File: config.mk
export PLATFORM = sky130hd
export DESIGN_NAME = serial_audio_out
export DESIGN_NICKNAME = d
export VERILOG_FILES = /design/src/rtl/sao_pkg.sv /design/src/rtl/sao_frame_ctr.sv /design/src/rtl/sao_pair_hold.sv /design/src/rtl/sao_shifter.sv /design/src/rtl/serial_audio_out.sv
export SDC_FILE = /design/constraint.sdc
export NUM_CORES = 1
export LEC_CHECK = 0
export BUFFER_PORTS_ARGS = -buffer_cell sky130_fd_sc_hd__buf_2
export CAP_MARGIN = 20
export CORE_ASPECT_RATIO = 1.5
export CORE_MARGIN = 2
export CORE_UTILIZATION = 26
export CTS_CLUSTER_SIZE = 14
export DETAILED_ROUTE_END_ITERATION = 7
export REMOVE_ABC_BUFFERS = 1
export SETUP_SLACK_MARGIN = 0.1
export SLEW_MARGIN = 15
export SYNTH_ARGS = -nofsm -noshare
export SYNTH_HDL_FRONTEND = slang
export SYNTH_SLANG_ARGS = --single-unit
File: constraint.sdc
create_clock -name mclk -period 3.6 [get_ports mclk]
set_input_delay 0.18 -clock mclk [delete_from_list [all_inputs] [get_ports mclk]]
set_output_delay 0.18 -clock mclk [all_outputs]
set_load 0.05 [all_outputs]
File: src/rtl/sao_pkg.sv
`timescale 1ns/1ps
package sao_pkg;
  // master clock cycles per frame is 2**CNT_W
  localparam int unsigned CNT_W    = 9;
  localparam int unsigned SAMPLE_W = 24;
  localparam int unsigned SLOTS_64 = 32;  // bit slots per channel at 64x
  localparam int unsigned SLOTS_32 = 16;  // bit slots per channel at 32x

  typedef enum logic [1:0] {
    ALIGN_MSB     = 2'd0,
    ALIGN_DELAYED = 2'd1,
    ALIGN_LSB     = 2'd2,
    ALIGN_MSB_ALT = 2'd3
  } align_e;

  typedef struct packed {
    align_e     align;
    logic [1:0] wsel;
    logic       narrow;  // 32x packed ratio
  } cfg_t;

  // length of the selected word in bits
  function automatic logic [4:0] word_bits(input logic [1:0] wsel);
    unique case (wsel)
      2'd0:    word_bits = 5'd16;
      2'd1:    word_bits = 5'd20;
      default: word_bits = 5'd24;
    endcase
  endfunction

  // bits actually put on the line per channel
  function automatic logic [4:0] sent_bits(input cfg_t c);
    sent_bits = c.narrow ? 5'd16 : word_bits(c.wsel);
  endfunction

  // zero slots ahead of the MSB within a channel
  function automatic logic [5:0] lead_slots(input cfg_t c);
    if (c.narrow) begin
      lead_slots = 6'd0;
    end else begin
      unique case (c.align)
        ALIGN_DELAYED: lead_slots = 6'd1;
        ALIGN_LSB:     lead_slots = 6'(SLOTS_64) - {1'b0, word_bits(c.wsel)};
        default:       lead_slots = 6'd0;
      endcase
    end
  endfunction

  // line value for a slot position within a channel
  function automatic logic pick_bit(input cfg_t c, input logic [4:0] pos,
                                    input logic [SAMPLE_W-1:0] w);
    logic [5:0] lead;
    logic [5:0] k;
    logic [4:0] wb;
    lead = lead_slots(c);
    wb   = word_bits(c.wsel);
    k    = {1'b0, pos} - lead;
    if (({1'b0, pos} >= lead) && (k < {1'b0, sent_bits(c)}))
      pick_bit = w[wb - 5'd1 - k[4:0]];
    else
      pick_bit = 1'b0;
  endfunction
endpackage

File: src/rtl/sao_frame_ctr.sv
`timescale 1ns/1ps
module sao_frame_ctr
  import sao_pkg::*;
#(
  parameter int unsigned LAG_NARROW = 16
) (
  input  logic             clk,
  input  logic             rst,
  input  logic             sync_i,
  input  logic             bypass_i,
  input  logic             narrow_i,
  output logic [CNT_W-1:0] cnt_o,
  output logic             wrap_o,
  output logic             sync_hit_o,
  output logic             pair_bad_o
);
  localparam int unsigned HALF_CNT = 2 ** (CNT_W - 1);
  localparam logic [CNT_W-1:0] LOAD_WIDE   = CNT_W'(HALF_CNT);
  localparam logic [CNT_W-1:0] LOAD_NARROW = CNT_W'(HALF_CNT - LAG_NARROW);

  logic sync_q;

  assign sync_hit_o = sync_q & ~sync_i & ~bypass_i;
  assign wrap_o     = (cnt_o == {CNT_W{1'b1}});

  always_ff @(posedge clk) begin
    if (rst) begin
      cnt_o      <= '0;
      sync_q     <= 1'b0;
      pair_bad_o <= 1'b0;
    end else begin
      sync_q <= sync_i;
      if (sync_hit_o)
        cnt_o <= narrow_i ? LOAD_NARROW : LOAD_WIDE;
      else
        cnt_o <= cnt_o + CNT_W'(1);
      if (sync_hit_o)
        pair_bad_o <= 1'b1;
      else if (wrap_o)
        pair_bad_o <= 1'b0;
    end
  end

  // flag persists until the frame ends
  p_flag_hold_r12: assert property (@(posedge clk) disable iff (rst)
    (pair_bad_o && !wrap_o && !sync_hit_o) |=> pair_bad_o);
  // flag drops at the frame boundary
  p_flag_clear_r12: assert property (@(posedge clk) disable iff (rst)
    (wrap_o && !sync_hit_o) |=> !pair_bad_o);
  // with bypass the counter keeps running through a sync edge
  p_bypass_run_r13: assert property (@(posedge clk) disable iff (rst)
    (bypass_i && sync_q && !sync_i) |=> (cnt_o == $past(cnt_o) + CNT_W'(1)));
endmodule

File: src/rtl/sao_pair_hold.sv
`timescale 1ns/1ps
module sao_pair_hold
  import sao_pkg::*;
(
  input  logic                clk,
  input  logic                rst,
  input  logic                load_i,
  input  logic [SAMPLE_W-1:0] left_i,
  input  logic [SAMPLE_W-1:0] right_i,
  input  logic                frame_start_i,
  output logic [SAMPLE_W-1:0] left_o,
  output logic [SAMPLE_W-1:0] right_o
);
  logic [SAMPLE_W-1:0] left_q, right_q;

  always_ff @(posedge clk) begin
    if (rst) begin
      left_q  <= '0;
      right_q <= '0;
      left_o  <= '0;
      right_o <= '0;
    end else begin
      if (load_i) begin
        left_q  <= left_i;
        right_q <= right_i;
      end
      if (frame_start_i) begin
        left_o  <= load_i ? left_i  : left_q;
        right_o <= load_i ? right_i : right_q;
      end
    end
  end

  // the pair on the line only changes at a frame boundary
  p_pair_steady_r11: assert property (@(posedge clk) disable iff (rst)
    !frame_start_i |=> ($stable(left_o) && $stable(right_o)));
endmodule

File: src/rtl/sao_shifter.sv
`timescale 1ns/1ps
module sao_shifter
  import sao_pkg::*;
(
  input  logic                clk,
  input  logic                rst,
  input  logic [CNT_W-1:0]    cnt_i,
  input  cfg_t                cfg_i,
  input  logic [SAMPLE_W-1:0] left_i,
  input  logic [SAMPLE_W-1:0] right_i,
  output logic                bclk_o,
  output logic                lrclk_o,
  output logic                sdata_o
);
  logic                half;
  logic [4:0]          pos;
  logic                bclk_n, lr_n, bit_n;
  logic [SAMPLE_W-1:0] word;
  cfg_t                cfg_prev;
  logic                cfg_moved_q;

  always_comb begin
    half   = cnt_i[CNT_W-1];
    pos    = cfg_i.narrow ? {1'b0, cnt_i[CNT_W-2:4]} : cnt_i[CNT_W-2:3];
    bclk_n = cfg_i.narrow ? cnt_i[3] : cnt_i[2];
    lr_n   = (!cfg_i.narrow && cfg_i.align == ALIGN_DELAYED) ? half : ~half;
    word   = half ? right_i : left_i;
    bit_n  = pick_bit(cfg_i, pos, word);
  end

  always_ff @(posedge clk) begin
    if (rst) begin
      bclk_o      <= 1'b0;
      lrclk_o     <= 1'b0;
      sdata_o     <= 1'b0;
      cfg_prev    <= '0;
      cfg_moved_q <= 1'b0;
    end else begin
      bclk_o      <= bclk_n;
      lrclk_o     <= lr_n;
      sdata_o     <= bit_n;
      cfg_prev    <= cfg_i;
      cfg_moved_q <= (cfg_i != cfg_prev);
    end
  end

  // data moves only while the bit clock is low
  p_data_on_fall_r5: assert property (@(posedge clk) disable iff (rst)
    ($changed(sdata_o) && !cfg_moved_q) |-> !bclk_o);
endmodule

File: src/rtl/serial_audio_out.sv
`timescale 1ns/1ps
module serial_audio_out
  import sao_pkg::*;
#(
  parameter int unsigned SYNC_LAG_32X = 16
) (
  input  logic                mclk,
  input  logic                rst,
  input  logic                frame_sync,
  input  logic                sync_off,
  input  logic                bclk_32x,
  input  logic [1:0]          fmt_sel,
  input  logic [1:0]          len_sel,
  input  logic                pair_load,
  input  logic [SAMPLE_W-1:0] left_word,
  input  logic [SAMPLE_W-1:0] right_word,
  output logic                bclk,
  output logic                lrclk,
  output logic                sdata,
  output logic                pair_invalid
);
  cfg_t                cfg;
  logic [CNT_W-1:0]    cnt;
  logic                wrap, sync_hit, frame_start;
  logic [SAMPLE_W-1:0] cur_l, cur_r;

  assign cfg         = '{align: align_e'(fmt_sel), wsel: len_sel, narrow: bclk_32x};
  assign frame_start = wrap & ~sync_hit;

  sao_frame_ctr #(.LAG_NARROW(SYNC_LAG_32X)) u_ctr (
    .clk(mclk), .rst(rst), .sync_i(frame_sync), .bypass_i(sync_off),
    .narrow_i(bclk_32x), .cnt_o(cnt), .wrap_o(wrap),
    .sync_hit_o(sync_hit), .pair_bad_o(pair_invalid)
  );

  sao_pair_hold u_hold (
    .clk(mclk), .rst(rst), .load_i(pair_load), .left_i(left_word),
    .right_i(right_word), .frame_start_i(frame_start),
    .left_o(cur_l), .right_o(cur_r)
  );

  sao_shifter u_shift (
    .clk(mclk), .rst(rst), .cnt_i(cnt), .cfg_i(cfg), .left_i(cur_l),
    .right_i(cur_r), .bclk_o(bclk), .lrclk_o(lrclk), .sdata_o(sdata)
  );

  // at 64x the channel clock drops two cycles after the sync edge
  p_lr_after_sync_r12: assert property (@(posedge mclk) disable iff (rst)
    (sync_hit && !cfg.narrow && cfg.align != ALIGN_DELAYED)
      |=> ##1 (!lrclk || ($past(cfg) != $past(cfg, 2))));
  // a sync edge raises the invalid flag
  p_flag_set_r12: assert property (@(posedge mclk) disable iff (rst)
    sync_hit |=> pair_invalid);
endmodule

* Word-level counts from Yosys, hierarchy flattened *
Index checks and enable logic that the tools add are counted.

cells by class
  add/sub/neg operators = 5
  $lt $le $gt $ge = 3
  equal/unequal tests = 4
  multiplexer cells = 18
  bitwise operators = 8
  reductions and logical operators = 6

operator list
  cell                                                        number
  two-way mux 24 bit                                          3
  two-way mux 9 bit                                           2
  two-way mux 5 bit                                           3
  one-hot mux 6 bit (2 select lines)                          1
  adder 9 x 1 -> 9 bit, second input constant                 1
  == test 9 bit, second input constant                        1
  one-hot mux 4 bit (2 select lines)                          1
  greater-or-equal comparator 5 x 6 -> 1 bit                  1
  less-than comparator 5 x 6 -> 1 bit, second input constant  1
  less-than comparator 6 x 5 -> 1 bit                         1
  two-way mux 6 bit                                           1
  subtractor 5 x 6 -> 6 bit                                   1
  subtractor 6 x 5 -> 6 bit, first input constant             1
  binary-select mux 1 bit (select 5 bit)                      1
  two-way mux 1 bit                                           5
  inverter 1 bit                                              5
  subtractor 5 x 1 -> 5 bit, second input constant            1
  subtractor 5 bit                                            1
  == test 2 x 1 -> 1 bit, second input constant               2
  two-way mux 4 bit                                           1
  AND 1 bit                                                   3
  == test 2 bit, second input constant                        1
  logical AND 1 bit                                           2
  zero test 2 bit                                             1
  3 further kinds                                             3

word-level totals
  bits in registers = 110
  logic and storage cells = 54

* Depth between registers and ports, before layout *
Gate-level depths: netlist (run 1).

  word-level depth = 12
  depth in mapped cells = 14
  depth with buffers taken out = 14

* Modules after synthesis *
A second synthesis (run 1) with hierarchy kept.

second synthesis, totals
  cell total of the unflattened synthesis = 461
  area total of the unflattened synthesis = 4708.3 sq um

by module, submodules not included
  module            instances  cells each  area each (sq um)
  sao_pair_hold     1          316         3296.9
  sao_shifter       1          95          909.6
  sao_frame_ctr     1          49          488.0
  serial_audio_out  1          1           13.8

* Worst setup path after synthesis (run 1) *
Ideal clock, no wire load.

  path type = input to register
  start = input port bclk_32x
  end = register u_shift.sdata_o
  setup time = 0.125 ns
  data arrival time = 2.857 ns
  slack = 0.618 ns
  stages on the path = 12
  path buffers = 1
  cells stage by stage = clkbuf_1 -> nor2b_1 -> or3b_2 -> ha_1 -> xnor2_1 -> inv_1 -> fa_1 -> nor2_1 -> a32oi_1 -> mux2i_1 -> nor4_2 -> a211oi_1

between the ends
  word-level cells in the longest chain between the ends = 6

ends and longest elaborated chain
  what                                                                               line                    source
  start: declaration                                                                 serial_audio_out.sv:11  input logic bclk_32x,
  parallel branches: the longest is 6 deep, another holds subtractor 5 x 6 -> 6 bit  --
  end signal: assignment                                                             sao_shifter.sv:41       sdata_o <= bit_n;
  end: declaration                                                                   sao_shifter.sv:13       output logic sdata_o

Parallel ways; which one is timed is not known. The select of a mux whose other input is x is not followed.
A chain may end at the register's enable or synchronous reset.

* Final worst setup path (run 1) *
  start = register u_ctr.cnt_o[6]
  end = register u_shift.sdata_o

between the ends
  word-level cells in the longest chain between the ends = 6

ends and longest elaborated chain
  what                                                                               line                 source
  start: declaration                                                                 sao_frame_ctr.sv:12  output logic [CNT_W-1:0] cnt_o,
  start signal: assignment                                                           sao_frame_ctr.sv:34  cnt_o <= narrow_i ? LOAD_NARROW : LOAD_WIDE;
  start signal: assignment                                                           sao_frame_ctr.sv:36  cnt_o <= cnt_o + CNT_W'(1);
  two-way mux 5 bit (*)                                                              sao_shifter.sv:24    pos = cfg_i.narrow ? {1'b0, cnt_i[CNT_W-2:4]} : cnt_i[CNT_W-2:3];
  parallel branches: the longest is 5 deep, another holds subtractor 5 x 6 -> 6 bit  --

Every way passes the cells marked *. The select of a mux whose other input is x is not followed.

==> metrics.txt, run 1 <==
status finished with violations; failing checks design-rule violations; Worst-Skew Late Latency 0.35 ns; via-per-instance ratio 4.60; critical-path cell list mux2_2 -> ha_1 -> a21oi_1 -> xnor2_1 -> inv_1 -> fa_1 -> o311ai_0 -> a311oi_1 -> nor4_2 -> a211oi_1; Hold Vio Cnt, Final 0; ANT nets after route 0; Seq/Total Area, Yosys 0.475; post-placement setup slack 0.290 ns; FILL cells 1806; drc violations 3; Yosys cell types 37; Mapped Area 0.00463 mm2; Clock Sink Count 110; post-route cell area 0.00538 mm2; clock network power share 0.400; routed len/inst 13.7 um; #FFs+latches synth 110; RePlAce Congestion 0.824; CP Capture Type flop; cts repair resizes 0; CTS Buf Count 9; post-CTS setup buffer count 0; DRT iter0 DRCs 117; Reg-to-Reg End u_shift.sdata_o$_SDFF_PP0_; cell area power density 471 mW/mm2; reg-to-reg setup timing slack 0.53 ns; layout cells sized above 1 0.181; Pwr Total 0.00254 W; slowest cell on the critical path fa_1; clk_skew 0.0147 ns; Die H 168 um; ant diodes 0; worst hold endpoint u_ctr.sync_q$_SDFF_PP0_; Congestion Overflow GR 0; Min-Delay Path Class in2reg; fin crit share 0.853; Rel. slew slack 0.360; worst vdd ir 0.186 mV; Layout Nets 569; Max Fclk 0.325 GHz; gr usage total 0.107; Arr. time, crit path 3.33 ns; Placed Area 0.00508 mm2; max_cap viols 0; start of the worst register-to-register path u_ctr.cnt_o[6]$_SDFF_PP0_; Cell Int Power 0.00191 W; WS Path Type reg2reg; Layout area overhead 16.1%; drt pass-1 iters 6; vias in the first global route 3300; Setup TNS Final 0 ns; worst reg2reg path depth 10; core box area 0.0174 mm2; initial antenna violation count 0; CTS tree built; total number of vias 3292; port bufs 61; Psw 0.000622 W; number of buffers on the longest clock path 2; root buffer cell clkbuf_16; Slew @ Worst Pin 0.959 ns; RSZ-0062 raised after global routing no; first-pass GRT wire length 16100 um; Core Util, Final 0.309; worst-path fanout max 7; Critical Path RT 3.86 ns; final setup margin 0.528 ns; Avg Inst Size Synth 10.1 um2; Cells after Synth 459; die area 0.0189 mm2; Leakage 2.18 nW; Max Slew Vio Count 0; Critical Path Max Stage Delay 0.70 ns; warnings from Yosys 0; Clock Pin Slew Worst Setup and Hold Paths 0.08 ns; Initial Util 0.266; I/O Pins 62; Die Wd 113 um; hold buffers post-CTS 0; Top FF cell, synth dfxtp_1; Tmin final 3.07 ns; sequential group share of total power 0.501; final setup violation count 0; H-tree levels 3; Post-synth EDFFs 0; hold path start frame_sync; asr flop ratio synth 0; largest net degree at the start of global routing 97; net switching fraction of the power 0.245; HPWL after DPL 7010 um; row count 59; Combinational Power Share 0.099; Post-Route WL 9780 um; Worst Setup Start Kind flop; Hold Path Cell Cnt 2
cells in the final DEF, fill, tap and decap left out, types with 2 or more instances in the layout:
| cell type | instances |
|---|---|
| a32oi_1 | 4 |
| nand2b_1 | 2 |
| mux4_1 | 6 |
| xnor2_1 | 7 |
| ha_1 | 12 |
| buf_4 | 3 |
| mux2i_1 | 55 |
| clkbuf_16 | 9 |
| mux4_2 | 4 |
| a31oi_1 | 2 |
| a211oi_1 | 49 |
| nand3_1 | 3 |
| o21ai_0 | 2 |
| nor2b_1 | 8 |
| buf_2 | 60 |
| nand2_1 | 8 |
| nor2_1 | 110 |
| and3_1 | 5 |
| dfxtp_1 | 110 |
| mux2_2 | 3 |
| a21oi_1 | 9 |
| xor2_1 | 3 |
| inv_1 | 8 |
| inv_6 | 2 |
synthesized netlist by cell type (all sizes together), types with 4 or more instances:
| cell | count | area share |
|---|---|---|
| dfxtp | 110 | 0.48 |
| nand2 | 8 | 0.0065 |
| mux2i | 55 | 0.12 |
| clkbuf | 22 | 0.018 |
| nor2 | 110 | 0.089 |
| buf | 14 | 0.018 |
| ha | 12 | 0.032 |
| a211oi | 49 | 0.079 |
| xnor2 | 7 | 0.013 |
| mux4 | 10 | 0.053 |
| a21oi | 9 | 0.0097 |
| and3 | 5 | 0.0067 |
| inv | 8 | 0.0065 |
| a32oi | 4 | 0.0076 |
| nor2b | 8 | 0.011 |
per-stage QoR:
step / instances / hold slack (ns)
2_1_floorplan: 423 / 0.249
3_3_place_gp: 700 / 0.405
3_5_place_dp: 700 / 0.431
4_1_cts: 716 / 0.0507
5_1_grt: 716 / 0.0747
6_report: 716 / 0.0655
how the worst max path moves through the flow:
stage,startpoint,endpoint,cells past startpoint
floorplan,u_ctr.cnt_o[0]$_SDFF_PP0_,u_hold.left_o[0]$_SDFFE_PP0P_,8
finish,u_ctr.cnt_o[6]$_SDFF_PP0_,u_shift.sdata_o$_SDFF_PP0_,10
CTS,u_ctr.cnt_o[6]$_SDFF_PP0_,u_shift.sdata_o$_SDFF_PP0_,11
global placement,fmt_sel[0],u_shift.sdata_o$_SDFF_PP0_,14
detailed placement,fmt_sel[0],u_shift.sdata_o$_SDFF_PP0_,14
global route,fmt_sel[0],u_shift.sdata_o$_SDFF_PP0_,14
metal layers:
layer	global-route usage	vias up	share of wire
li1	-	1697	-
met4	0.0483	0	0.023
met2	0.189	48	0.52
met3	0.0195	16	0.030
met5	0	-	0
met1	0.124	1531	0.43
critical path, delay by kind of cell, from the launching register on:
family                     cells  cell delay, ns
AOI/OAI and AO/OA              4            0.92
xor gates and xnor gates       1            0.18
adders and majority gates      2            1.06
buffers and inverters          1            0.09
DFF                            1            0.36
muxes                          1            0.28
and+or+nand+nor                1            0.07
power by group through the flow:
stage / sequential (W) / combinational [W] / clock, W
floorplan: 0.00131 / 0.000140 / 0
global placement: 0.00130 / 0.000243 / 0
detailed placement: 0.00130 / 0.000254 / 0
CTS: 0.00127 / 0.000255 / 0.00106
global route: 0.00128 / 0.000282 / 0.00110
finish: 0.00127 / 0.000252 / 0.00101
flip-flops by register name, indices dropped and copies added (netlist names):
| signal | count |
|---|---|
| u_hold.left_o | 24 |
| u_hold.left_q | 24 |
| u_hold.right_o | 24 |
| u_hold.right_q | 24 |
| u_ctr.cnt_o | 9 |
| u_ctr.pair_bad_o | 1 |
| u_ctr.sync_q | 1 |
| u_shift.bclk_o | 1 |
| u_shift.lrclk_o | 1 |
| u_shift.sdata_o | 1 |
cells by family (layout without fill, tap and decap cells):
kind of cell    after synthesis  in the layout  share of synthesized area
buf+inv                      44             88                     0.0427
compound gates               72             72                      0.113
xor+xnor                     11             11                     0.0240
simple gates                141            141                      0.129
flops                       110            110                      0.475
mux                          68             68                      0.180
fa+ha+maj                    13             13                     0.0367
cell type report:
cell class                      count  area (um2)  share of cell area
Multi-Input combinational cell    305        2240               0.415
Sequential cell                   110        2200               0.409
Timing Repair Buffer               64         343              0.0637
Tap cell                          213         267              0.0495
Clock buffer                        9         225              0.0418
Clock inverter                      7        80.1              0.0149
Inverter                            8        30.0             0.00558
Note: power is estimated with default switching activity, not from simulation.
==> inputs of run 2 (changes only) <==
--- a/config.mk
+++ b/config.mk
@@ -9,9 +9,10 @@
 export CAP_MARGIN = 20
 export CORE_ASPECT_RATIO = 1.5
 export CORE_MARGIN = 2
-export CORE_UTILIZATION = 26
+export CORE_UTILIZATION = 25
 export CTS_CLUSTER_SIZE = 14
 export DETAILED_ROUTE_END_ITERATION = 7
+export PLACE_DENSITY = 0.42
 export REMOVE_ABC_BUFFERS = 1
 export SETUP_SLACK_MARGIN = 0.1
 export SLEW_MARGIN = 15
==> run 2 against run 1 <==
The flow now finishes without violations. Non-clock buffer count is 3 higher. Wire length rose by 3.5%. Power rose by 1.8%.
==> metrics.txt, run 2 (synthesis results as in run 1) <==
Arr. time, crit path 3.25 ns; fin crit share 0.838; row count 61; Leakage 2.21 nW; Post-Route WL 10100 um; Tmin final 3.02 ns; layout cells sized above 1 0.182; initial antenna violation count 0; Core Util, Final 0.297; start of the worst register-to-register path u_ctr.cnt_o[6]$_SDFF_PP0_; ANT nets after route 0; ant diodes 0; final setup margin 0.582 ns; first-pass GRT wire length 16600 um; hold path start frame_sync; status finished clean; HPWL after DPL 7260 um; core box area 0.0184 mm2; Rel. slew slack 0.423; critical-path cell list buf_2 -> inv_1 -> ha_1 -> nor2b_1 -> or3b_2 -> ha_1 -> xnor2_1 -> inv_1 -> fa_1 -> nor2_1 -> a32oi_1 -> mux2i_1 -> nor4_2 -> a211oi_1; Critical Path RT 3.83 ns; Max Fclk 0.331 GHz; FILL cells 1911; post-CTS setup buffer count 0; Setup TNS Final 0 ns; CTS Buf Count 9; worst hold endpoint u_ctr.sync_q$_SDFF_PP0_; Initial Util 0.252; post-placement setup slack 0.263 ns; via-per-instance ratio 4.32; Clock Sink Count 110; worst vdd ir 0.199 mV; drt pass-1 iters 4; most frequent cells in the layout nor2_1, dfxtp_1, buf_2, mux2i_1, a211oi_1; final setup violation count 0; Congestion Overflow GR 0; H-tree levels 3; largest net degree at the start of global routing 68; Die Wd 115 um; Max Slew Vio Count 0; max_cap viols 0; slowest cell on the critical path fa_1; RePlAce Congestion 0.756; Multi-input gate area 0.00224 mm2; root buffer cell clkbuf_16; Worst-Skew Late Latency 0.35 ns; Die H 171 um; DRT iter0 DRCs 105; WS Path Type in2reg; routed len/inst 13.4 um; die area 0.0197 mm2; drc violations 0; register area 0.00220 mm2; port bufs 61; Reg-to-Reg End u_shift.sdata_o$_SDFF_PP0_; I/O Pins 62; reg-to-reg setup timing slack 0.63 ns; Critical Path Max Stage Delay 0.68 ns; Min-Delay Path Class in2reg; Worst Setup Start Kind input pin; Slew @ Worst Pin 0.866 ns; Layout area overhead 17.9%; RSZ-0062 raised after global routing no; Layout Nets 572; number of buffers on the longest clock path 2; delay-heaviest family, CP adder cells; clk_skew 0.00751 ns; cts repair resizes 0; gr usage total 0.109; Clock Pin Slew Worst Setup and Hold Paths 0.07 ns; total number of vias 3274; hold buffers post-CTS 0; Hold Vio Cnt, Final 0; CTS tree built; worst-path fanout max 7; vias in the first global route 3304; Buf/Inv on CP 3; Hold Path Cell Cnt 2; CP Capture Type flop; worst reg2reg path depth 11; cell area power density 473 mW/mm2
[run 2: cell types whose count changed in the layout (fill, tap and decap cells not counted)]
cell        before  now
inv_6            2    0
buf_4            3    6
clkinvlp_4       1    0
bufinv_16        1    2
clkbuf_1         0    2
inv_8            1    0
clkinv_2         1    2
clkinv_4         1    0
clkbuf_8         0    1
[run 2: per-layer routing]
metal | up-vias | part of all wire | track usage | wire length (um)
met2 | 45 | 0.51 | 0.188 | 5170
met4 | 0 | 0.011 | 0.0456 | 108
met1 | 1517 | 0.45 | 0.130 | 4560
met5 | - | 0 | 0 | 0
li1 | 1704 | - | - | -
met3 | 8 | 0.028 | 0.0230 | 284
[run 2: through the flow]
| stage | area [um2] | total power (W) | hold slack [ns] | instances |
|---|---|---|---|---|
| floorplan | 4470 | 0.00145 | 0.249 | 423 |
| global placement | 5150 | 0.00155 | 0.405 | 742 |
| detailed placement | 5150 | 0.00156 | 0.412 | 742 |
| CTS | 5470 | 0.00262 | 0.0474 | 758 |
| global route | 5470 | 0.00270 | 0.0494 | 758 |
| finish | 5470 | 0.00258 | 0.0577 | 758 |
[run 2: final cells by class]
class	count	share of cell area
well taps	252	0.0577
clock inverters	4	0.0128
inverters	8	0.00549
flip-flops and latches	110	0.403
repair buffers	67	0.0668
multi-input cells	305	0.409
clock buffers	12	0.0451
[run 2: power breakdown]
part           leakage (nW)  switching [W]  total, W  internal (W)
combinational          1.15       0.000144  0.000253      0.000109
sequential            0.897      0.0000139   0.00127       0.00126
clock                 0.157       0.000432   0.00106      0.000627
[run 2: worst max-delay path by stage]
stage                              start                       endpoint  slack [ns]  cells after the start
3_3_place_gp                  fmt_sel[0]     u_shift.sdata_o$_SDFF_PP0_        0.37                     14
4_1_cts                       fmt_sel[0]     u_shift.sdata_o$_SDFF_PP0_        0.63                     14
6_report                      fmt_sel[0]     u_shift.sdata_o$_SDFF_PP0_        0.58                     14
3_5_place_dp                  fmt_sel[0]     u_shift.sdata_o$_SDFF_PP0_        0.26                     14
2_1_floorplan  u_ctr.cnt_o[0]$_SDFF_PP0_  u_hold.left_o[0]$_SDFFE_PP0P_        0.48                      8
5_1_grt                       fmt_sel[0]     u_shift.sdata_o$_SDFF_PP0_        0.31                     14
